### src/rtl/obuf_arb_pkg.sv
package obuf_arb_pkg;
  localparam int MODE_KBD_IRQ_EN = 0;
  localparam int MODE_AUX_IRQ_EN = 1;
  localparam int MODE_KBD_OFF    = 4;

  typedef struct packed {
    logic anyFull;
    logic auxOnly;
    logic kbdIrq;
    logic auxIrq;
  } arbStrobes_t;
endpackage

### src/rtl/obuf_arb_ctrl.sv
module obuf_arb_ctrl
  import obuf_arb_pkg::*;
#(
  parameter int MODE_W = 8
) (
  input  logic              kbdPending,
  input  logic              auxPending,
  input  logic [MODE_W-1:0] modeReg,
  output arbStrobes_t       strobes
);
  logic kbdIrqOk;
  logic auxIrqOk;

  always_comb begin
    kbdIrqOk = modeReg[MODE_KBD_IRQ_EN] && !modeReg[MODE_KBD_OFF];
    auxIrqOk = modeReg[MODE_AUX_IRQ_EN];
    strobes.anyFull = kbdPending || auxPending;
    strobes.auxOnly = auxPending && !kbdPending;
    // keyboard wins: its interrupt path is taken whenever it has data
    strobes.kbdIrq  = kbdPending && kbdIrqOk;
    strobes.auxIrq  = strobes.auxOnly && auxIrqOk;
  end
endmodule

### src/rtl/obuf_arb_dpath.sv
module obuf_arb_dpath
  import obuf_arb_pkg::*;
#(
  parameter int DATA_W = 8
) (
  input  logic              clk,
  input  logic              rstN,
  input  arbStrobes_t       strobes,
  input  logic              dataRead,
  input  logic [DATA_W-1:0] kbdByte,
  input  logic [DATA_W-1:0] auxByte,
  output logic              obfFlag,
  output logic              auxObfFlag,
  output logic              irqKbd,
  output logic              irqAux,
  output logic [DATA_W-1:0] readData,
  output logic              kbdPop,
  output logic              auxPop
);
  arbStrobes_t held;

  always_ff @(posedge clk) begin
    if (!rstN) held <= '0;
    else       held <= strobes;
  end

  always_comb begin
    obfFlag    = held.anyFull;
    auxObfFlag = held.auxOnly;
    irqKbd     = held.kbdIrq;
    irqAux     = held.auxIrq;
    readData   = held.auxOnly ? auxByte : kbdByte;
    kbdPop     = dataRead && !held.auxOnly;
    auxPop     = dataRead && held.auxOnly;
  end

  assert_irq_exclusive_R5: assert property (@(posedge clk) disable iff (!rstN)
    $onehot0({irqKbd, irqAux}));
  assert_aux_implies_full_R3: assert property (@(posedge clk) disable iff (!rstN)
    auxObfFlag |-> obfFlag);
  assert_pop_single_R8: assert property (@(posedge clk) disable iff (!rstN)
    $onehot0({kbdPop, auxPop}));
  assert_read_pops_R8: assert property (@(posedge clk) disable iff (!rstN)
    dataRead |-> (kbdPop || auxPop));
endmodule

### src/rtl/obuf_arbiter.sv
module obuf_arbiter
  import obuf_arb_pkg::*;
#(
  parameter int DATA_W = 8,
  parameter int MODE_W = 8
) (
  input  logic              clk,
  input  logic              rstN,
  input  logic              kbdPending,
  input  logic              auxPending,
  input  logic [MODE_W-1:0] modeReg,
  input  logic [DATA_W-1:0] kbdByte,
  input  logic [DATA_W-1:0] auxByte,
  input  logic              dataRead,
  output logic              statusObf,
  output logic              statusAuxObf,
  output logic              portObf,
  output logic              portAuxObf,
  output logic              irqKbd,
  output logic              irqAux,
  output logic [DATA_W-1:0] readData,
  output logic              kbdPop,
  output logic              auxPop
);
  arbStrobes_t strobes;
  logic obfFlag;
  logic auxObfFlag;

  obuf_arb_ctrl #(.MODE_W(MODE_W)) u_ctrl (
    .kbdPending(kbdPending),
    .auxPending(auxPending),
    .modeReg(modeReg),
    .strobes(strobes)
  );

  obuf_arb_dpath #(.DATA_W(DATA_W)) u_dpath (
    .clk(clk),
    .rstN(rstN),
    .strobes(strobes),
    .dataRead(dataRead),
    .kbdByte(kbdByte),
    .auxByte(auxByte),
    .obfFlag(obfFlag),
    .auxObfFlag(auxObfFlag),
    .irqKbd(irqKbd),
    .irqAux(irqAux),
    .readData(readData),
    .kbdPop(kbdPop),
    .auxPop(auxPop)
  );

  assign statusObf    = obfFlag;
  assign portObf      = obfFlag;
  assign statusAuxObf = auxObfFlag;
  assign portAuxObf   = auxObfFlag;

  assert_full_follows_R2: assert property (@(posedge clk) disable iff (!rstN)
    (kbdPending || auxPending) |=> (statusObf && portObf));
  assert_empty_follows_R2: assert property (@(posedge clk) disable iff (!rstN)
    (!kbdPending && !auxPending) |=> (!statusObf && !portObf));
  assert_kbd_blocks_aux_R5: assert property (@(posedge clk) disable iff (!rstN)
    kbdPending |=> (!irqAux && !statusAuxObf));
  assert_kbd_irq_gate_R4: assert property (@(posedge clk) disable iff (!rstN)
    (kbdPending && modeReg[MODE_KBD_IRQ_EN] && !modeReg[MODE_KBD_OFF]) |=> irqKbd);
  assert_kbd_off_R9: assert property (@(posedge clk) disable iff (!rstN)
    modeReg[MODE_KBD_OFF] |=> !irqKbd);
  assert_aux_irq_R6: assert property (@(posedge clk) disable iff (!rstN)
    (auxPending && !kbdPending && modeReg[MODE_AUX_IRQ_EN]) |=> (irqAux && !irqKbd));
endmodule

### config.mk
export PLATFORM = sky130hd
export DESIGN_NAME = obuf_arbiter
export DESIGN_NICKNAME = d
export VERILOG_FILES = /design/src/rtl/obuf_arb_pkg.sv /design/src/rtl/obuf_arb_ctrl.sv /design/src/rtl/obuf_arb_dpath.sv /design/src/rtl/obuf_arbiter.sv
export SDC_FILE = /design/constraint.sdc
export NUM_CORES = 1
export LEC_CHECK = 0
export ABC_AREA = 0
export BUFFER_PORTS_ARGS = -buffer_cell sky130_fd_sc_hd__buf_2
export CAP_MARGIN = 40
export CORE_AREA = 4 4 41 43
export CTS_BUF_LIST = sky130_fd_sc_hd__clkbuf_8 sky130_fd_sc_hd__clkbuf_16
export DETAILED_ROUTE_END_ITERATION = 10
export DIE_AREA = 0 0 45 47
export GPL_ROUTABILITY_DRIVEN = 0
export PLACE_DENSITY_LB_ADDON = 0.2
export SYNTH_ARGS = -nofsm -noshare
export SYNTH_HDL_FRONTEND = slang
export SYNTH_SLANG_ARGS = --single-unit
### constraint.sdc
create_clock -name clk -period 0.9 [get_ports clk]
set_input_delay 0.045 -clock clk [delete_from_list [all_inputs] [get_ports clk]]
set_output_delay 0.045 -clock clk [all_outputs]
set_load 0.02 [all_outputs]
==> metrics.cfg, run 1 <==
[status]
status = finished with violations
violations = setup timing

[critical_path]
cpMostUsedCell = buf_6
crit_path_end_kind = output port
path_cells = buf_6, mux2_4, buf_6
critPathMaxStageDelay_ns = 0.35
crit_family = flip-flops
crit_arrival_ns = 1.12
critPathRequiredTime_ns = 0.85
crit_path_max_fanout = 5
start_kind = register
cpMaxStageDelayCell = dfxtp_4
crit_type = register to output port
crit_buf_inv = 2

[power]
p_leak_nw = 0.350
p_per_area_mw_per_mm2 = 1340
vdd_drop_max_mv = 0.816

[global_route]
antenna_found_initial = 0
grt_pass1_vias = 307
grtUsageTotal = 0.0964
grt_max_degree = 11
met1_usage = 0.0818
grt_util_met2 = 0.169
gr-total-overflow = 0
grt_pass1_wl_mm = 1.33
grtUsageMet3 = 0.0536
busiest_layer = met2

[logic_synthesis]
synth-seq-cells = 4
synth_area_per_cell_um2 = 13.3
seq_area_frac_synth = 0.287
syn-num-nets = 50
netlist_instances = 21
synth.distinct_cells = 9
synth_area_leader_cell = mux2_4
synth_area_leaders = mux2_4 43%, dfxtp_1 29%, and4b_1 7.2%
synth_warnings = 0
yosysTopAreaCellShare = 0.430
synthesis.area_um2 = 279

[cells_and_area]
nNetsFinal = 94
drive_above_1_share = 0.875
final_common_cell = buf_2
nFillCells = 134
antennaDiodeCount = 0
layout.cells.non_filler = 79
syn2layout_area_growth_pct = 126
layout_common_cells = 27 x buf_2, 13 x buf_6, 8 x mux2_4, 3 x clkbuf_8, 3 x dfxtp_1

[sta]
setup_slack_ns = -0.267
min_period_ns = 1.17
rsz0062_at_grt = yes
finalCritPeriodShare = 1.30
hold_slack_ns = 0.0741
hold_viol = 0
max_slew_margin = 0.925
slew_viol_final = 0
fin_setup_tns_ns = -2.68
setup_viol = 12
fmax_mhz = 857
worstMarginPinSlew_ns = 0.113

[clock_network]
cts.path.max_buffers = 2
root_buffer = clkbuf_8
h-tree-depth = 1
cts_tree = yes
numCtsBuffers = 3
clk_pin_slew_ns = 0.03
cts.sinks = 4

[place]
io_buffers = 39
placed_cells = 72

[floorplanning]
core_area_mm2 = 0.00130
initial_core_util = 0.214
die_x_um = 45
rows = 13
io_pins = 45
die_y_um = 47
die-area_mm2 = 0.00212

[route]
first_pass_iters = 2
drtIter0Drc = 1
drt-wirelength-per-cell_um = 13.0
drt-vias-per-instance = 4.13
routed_wl_mm = 1.03
ant_nets = 0
drc_errors = 0
vias = 326

[run]
maxCapViolations = 0

[worst_hold_path]
hp-class = input port to register

==> per-stage QoR <==
step / instance area [um^2] / setup WS, ns / power (mW) / util
after floorplan: 287 / 0.000635 / 0.318 / -
after global placement: 470 / -0.0474 / 0.397 / 0.362
after detailed placement: 470 / -0.0587 / 0.401 / 0.362
after CTS: 547 / -0.283 / 0.821 / 0.420
after global routing: 631 / -0.300 / 0.904 / 0.485
final: 631 / -0.267 / 0.844 / 0.485
==> area by class of cell <==
cell class	count	area [um^2]	share of cell area
multi-input cells	14	174	0.276
flip-flops and latches	4	83.8	0.133
well taps	15	18.8	0.0298
repair buffers	42	309	0.490
clock buffers	3	41.3	0.0655
clock inverters	1	3.75	0.00595
==> cells in the mapped netlist (all sizes together) <==
library cell	n
and2	1
and2b	1
and3b	1
and4b	2
buf	3
dfxtp	4
mux2	8
o21a	1
==> repair_timing <==
action / in CTS / in global routing
setup endpoints to repair: 12 / 12
cloned: 0 / 0
hold buffers: 0 / 0
resized for setup: 8 / 20
buffers inserted: 1 / 2
==> path summary, 6_finish.rpt <==
path | from | endpoint | slack (ns) | cells after the start
max | u_dpath.auxObfFlag | readData[6] | -0.27 | 3
min | kbdPending | u_dpath.obfFlag | 0.07 | 2
==> logic make-up after synthesis <==
| logic type | Yosys count | share of synthesized area |
|---|---|---|
| simple gates | 5 | 0.161 |
| mux | 8 | 0.431 |
| buf+inv | 3 | 0.0942 |
| compound gates | 1 | 0.0269 |
| flops | 4 | 0.287 |
==> power breakdown <==
group	internal [mW]	switching, mW	leakage (nW)
logic	0.159	0.112	0.289
registers	0.184	0.00361	0.0336
clock network	0.291	0.0939	0.0269
total	0.634	0.210	0.350
==> routing by layer <==
metal  share of wire  wire length (um)
met4               0                 0
met3           0.097               100
met1            0.31               321
met5               0                 0
met2            0.59               605
==> registers in the layout, summed over array words and instances (netlist names) <==
name / flops
u_dpath.auxObfFlag: 1
u_dpath.irqAux: 1
u_dpath.irqKbd: 1
u_dpath.obfFlag: 1
Note: power is estimated with default switching activity, not from simulation.
==> run 2, diff against run 1 <==
Settings changed: CELL_PAD_IN_SITES_DETAIL_PLACEMENT set to 2, CELL_PAD_IN_SITES_GLOBAL_PLACEMENT set to 2, CORE_AREA 4 4 41 43 to not set, CORE_MARGIN set to 4, CORE_UTILIZATION set to 10, DIE_AREA 0 0 45 47 to not set, HOLD_SLACK_MARGIN set to 0.02.
==> run 2 against run 1 <==
Against the previous run: the run still ends with setup timing left; core utilization is 23 points lower; first-iteration DRC count grew to 14 times the previous value; sequential cell count stayed put; design area is 3.6% higher; die area is 75% higher; critical endpoint is now readData[2].
==> metrics.cfg, run 2 (same netlist as run 1, synthesis figures left out) <==
[critical_path]
critPathRequiredTime_ns = 0.85  ; about the same
crit_path_end_kind = output port
crit_arrival_ns = 1.12  ; about the same
critPathCapture = readData[2]
crit_path_max_fanout = 6  ; +1
critPathMaxStageDelay_ns = 0.34  ; about the same
start_kind = register
cpMaxStageDelayCell = dfxtp_4
startpoint = u_dpath.auxObfFlag
crit_type = register to output port
path_cells = buf_12, mux2_4, buf_6

[power]
vdd_drop_max_mv = 0.750  ; -8.1%
p_total_mw = 0.842  ; -0.22%
p_per_area_mw_per_mm2 = 1290  ; -3.7%
p_leak_nw = 0.351  ; +0.24%

[floorplanning]
initial_core_util = 0.109  ; -0.106
die_x_um = 60.8  ; +35%
rows = 18  ; +5
die-area_mm2 = 0.00370  ; +75%
die_y_um = 60.8  ; +29%
io_pins = 45  ; unchanged
core_area_mm2 = 0.00257  ; +97%

[route]
drtIter0Drc = 14  ; +13
routed_wl_mm = 1.24  ; +21%
drt-wirelength-per-cell_um = 13.2  ; +1.6%
first_pass_iters = 4  ; +2
ant_nets = 0  ; unchanged
drt-vias-per-instance = 3.71  ; -10%
drc_errors = 0  ; unchanged
vias = 349  ; +7.1%

[clock_network]
clk_pin_slew_ns = 0.03  ; about the same
root_buffer = clkbuf_8
h-tree-depth = 1  ; unchanged
cts.sinks = 4  ; unchanged
cts_tree = yes
cts.path.max_buffers = 2  ; unchanged
cts_hold_buffers = 0  ; unchanged
numCtsBuffers = 3  ; unchanged

[place]
pre_cts_ws_ns = -0.0682  ; -0.00954 ns
io_buffers = 39  ; unchanged
hpwl_mm = 1.08

[cells_and_area]
nNetsFinal = 94  ; unchanged
fin_util = 0.254  ; -0.230
antennaDiodeCount = 0  ; unchanged
register_area_um2 = 83.8  ; unchanged
nFillCells = 295  ; +120%
final_common_cell = buf_2
multi_input_area_um2 = 174  ; unchanged
syn2layout_area_growth_pct = 134
layout_common_cells = 27 x buf_2, 14 x buf_6, 8 x mux2_4, 3 x clkbuf_8, 3 x dfxtp_1
drive_above_1_share = 0.875  ; unchanged

[sta]
max_slew_margin = 0.922  ; -0.00293
setup_slack_ns = -0.268  ; -0.00163 ns
hold_slack_ns = 0.0888  ; +0.0147 ns
min_period_ns = 1.17  ; +0.00163 ns
hold_viol = 0  ; unchanged
slew_viol_final = 0  ; unchanged
rsz0062_at_grt = yes
finalCritPeriodShare = 1.30  ; +0.00181
fin_setup_tns_ns = -2.50  ; +0.178 ns
setup_viol = 12  ; unchanged
fmax_mhz = 856  ; -0.14%
worstMarginPinSlew_ns = 0.118  ; +0.00442 ns

[run]
maxCapViolations = 0  ; unchanged

[status]
status = finished with violations
violations = setup timing

[global_route]
gr-total-overflow = 0  ; unchanged
grt_pass1_vias = 384  ; +25%
grtUsageMet3 = 0.0404  ; -0.0132
antenna_found_initial = 0  ; unchanged
grt_max_degree = 7  ; -4
busiest_layer = met2
grtUsageTotal = 0.0696  ; -0.0268
grt_util_met2 = 0.122  ; -0.0474
grt_pass1_wl_mm = 1.77  ; +33%
met1_usage = 0.0666  ; -0.0152

[worst_hold_path]
hp-class = input port to register

run 2: changes by cell type in the layout (fill, tap and decap cells not counted):
| cell | change |
|---|---|
| buf_4 | -1 |
| buf_6 | +1 |
run 2: how the worst min path moves through the flow:
stage	from	endpoint	slack, ns	cells past startpoint
CTS	auxPending	u_dpath.obfFlag	0.09	2
global route	kbdPending	u_dpath.obfFlag	0.09	2
finish	kbdPending	u_dpath.obfFlag	0.09	2
detailed placement	auxPending	u_dpath.obfFlag	0.32	2
floorplan	kbdPending	u_dpath.obfFlag	0.16	1
global placement	auxPending	u_dpath.obfFlag	0.31	2
run 2: critical path: cells and delay by family (launching register included):
kind | cells | cell delay (ns)
flip-flops | 1 | 0.34
multiplexers | 1 | 0.30
buffers and inverters | 2 | 0.26
run 2: layout make-up:
class / count / area share
multi-input cells: 14 / 0.266
clock buffers: 3 / 0.0632
well taps: 30 / 0.0575
repair buffers: 42 / 0.479
clock inverters: 1 / 0.00575
flip-flops and latches: 4 / 0.128
run 2: timing repair:
item                       4_1_cts  5_1_grt
gates resized for setup         29        1
setup buffers                    3        1
setup endpoints to repair       12       12
run 2: metrics by stage:
step           instance area, um^2  instances
2_1_floorplan                  287         21
3_3_place_gp                   497         88
3_5_place_dp                   497         88
4_1_cts                        653         94
5_1_grt                        653         94
6_report                       653         94
run 2: per-layer routing:
metal  wire (um)  part of all wire
met1         443              0.36
met3         272              0.22
met5           0                 0
met4           5            0.0040
met2         520              0.42
run 2: where the power goes:
group	internal [mW]	total, mW	switching [mW]
Clock	0.290	0.378	0.0873
Combinational	0.160	0.276	0.116
Sequential	0.184	0.188	0.00410
Total	0.635	0.842	0.207
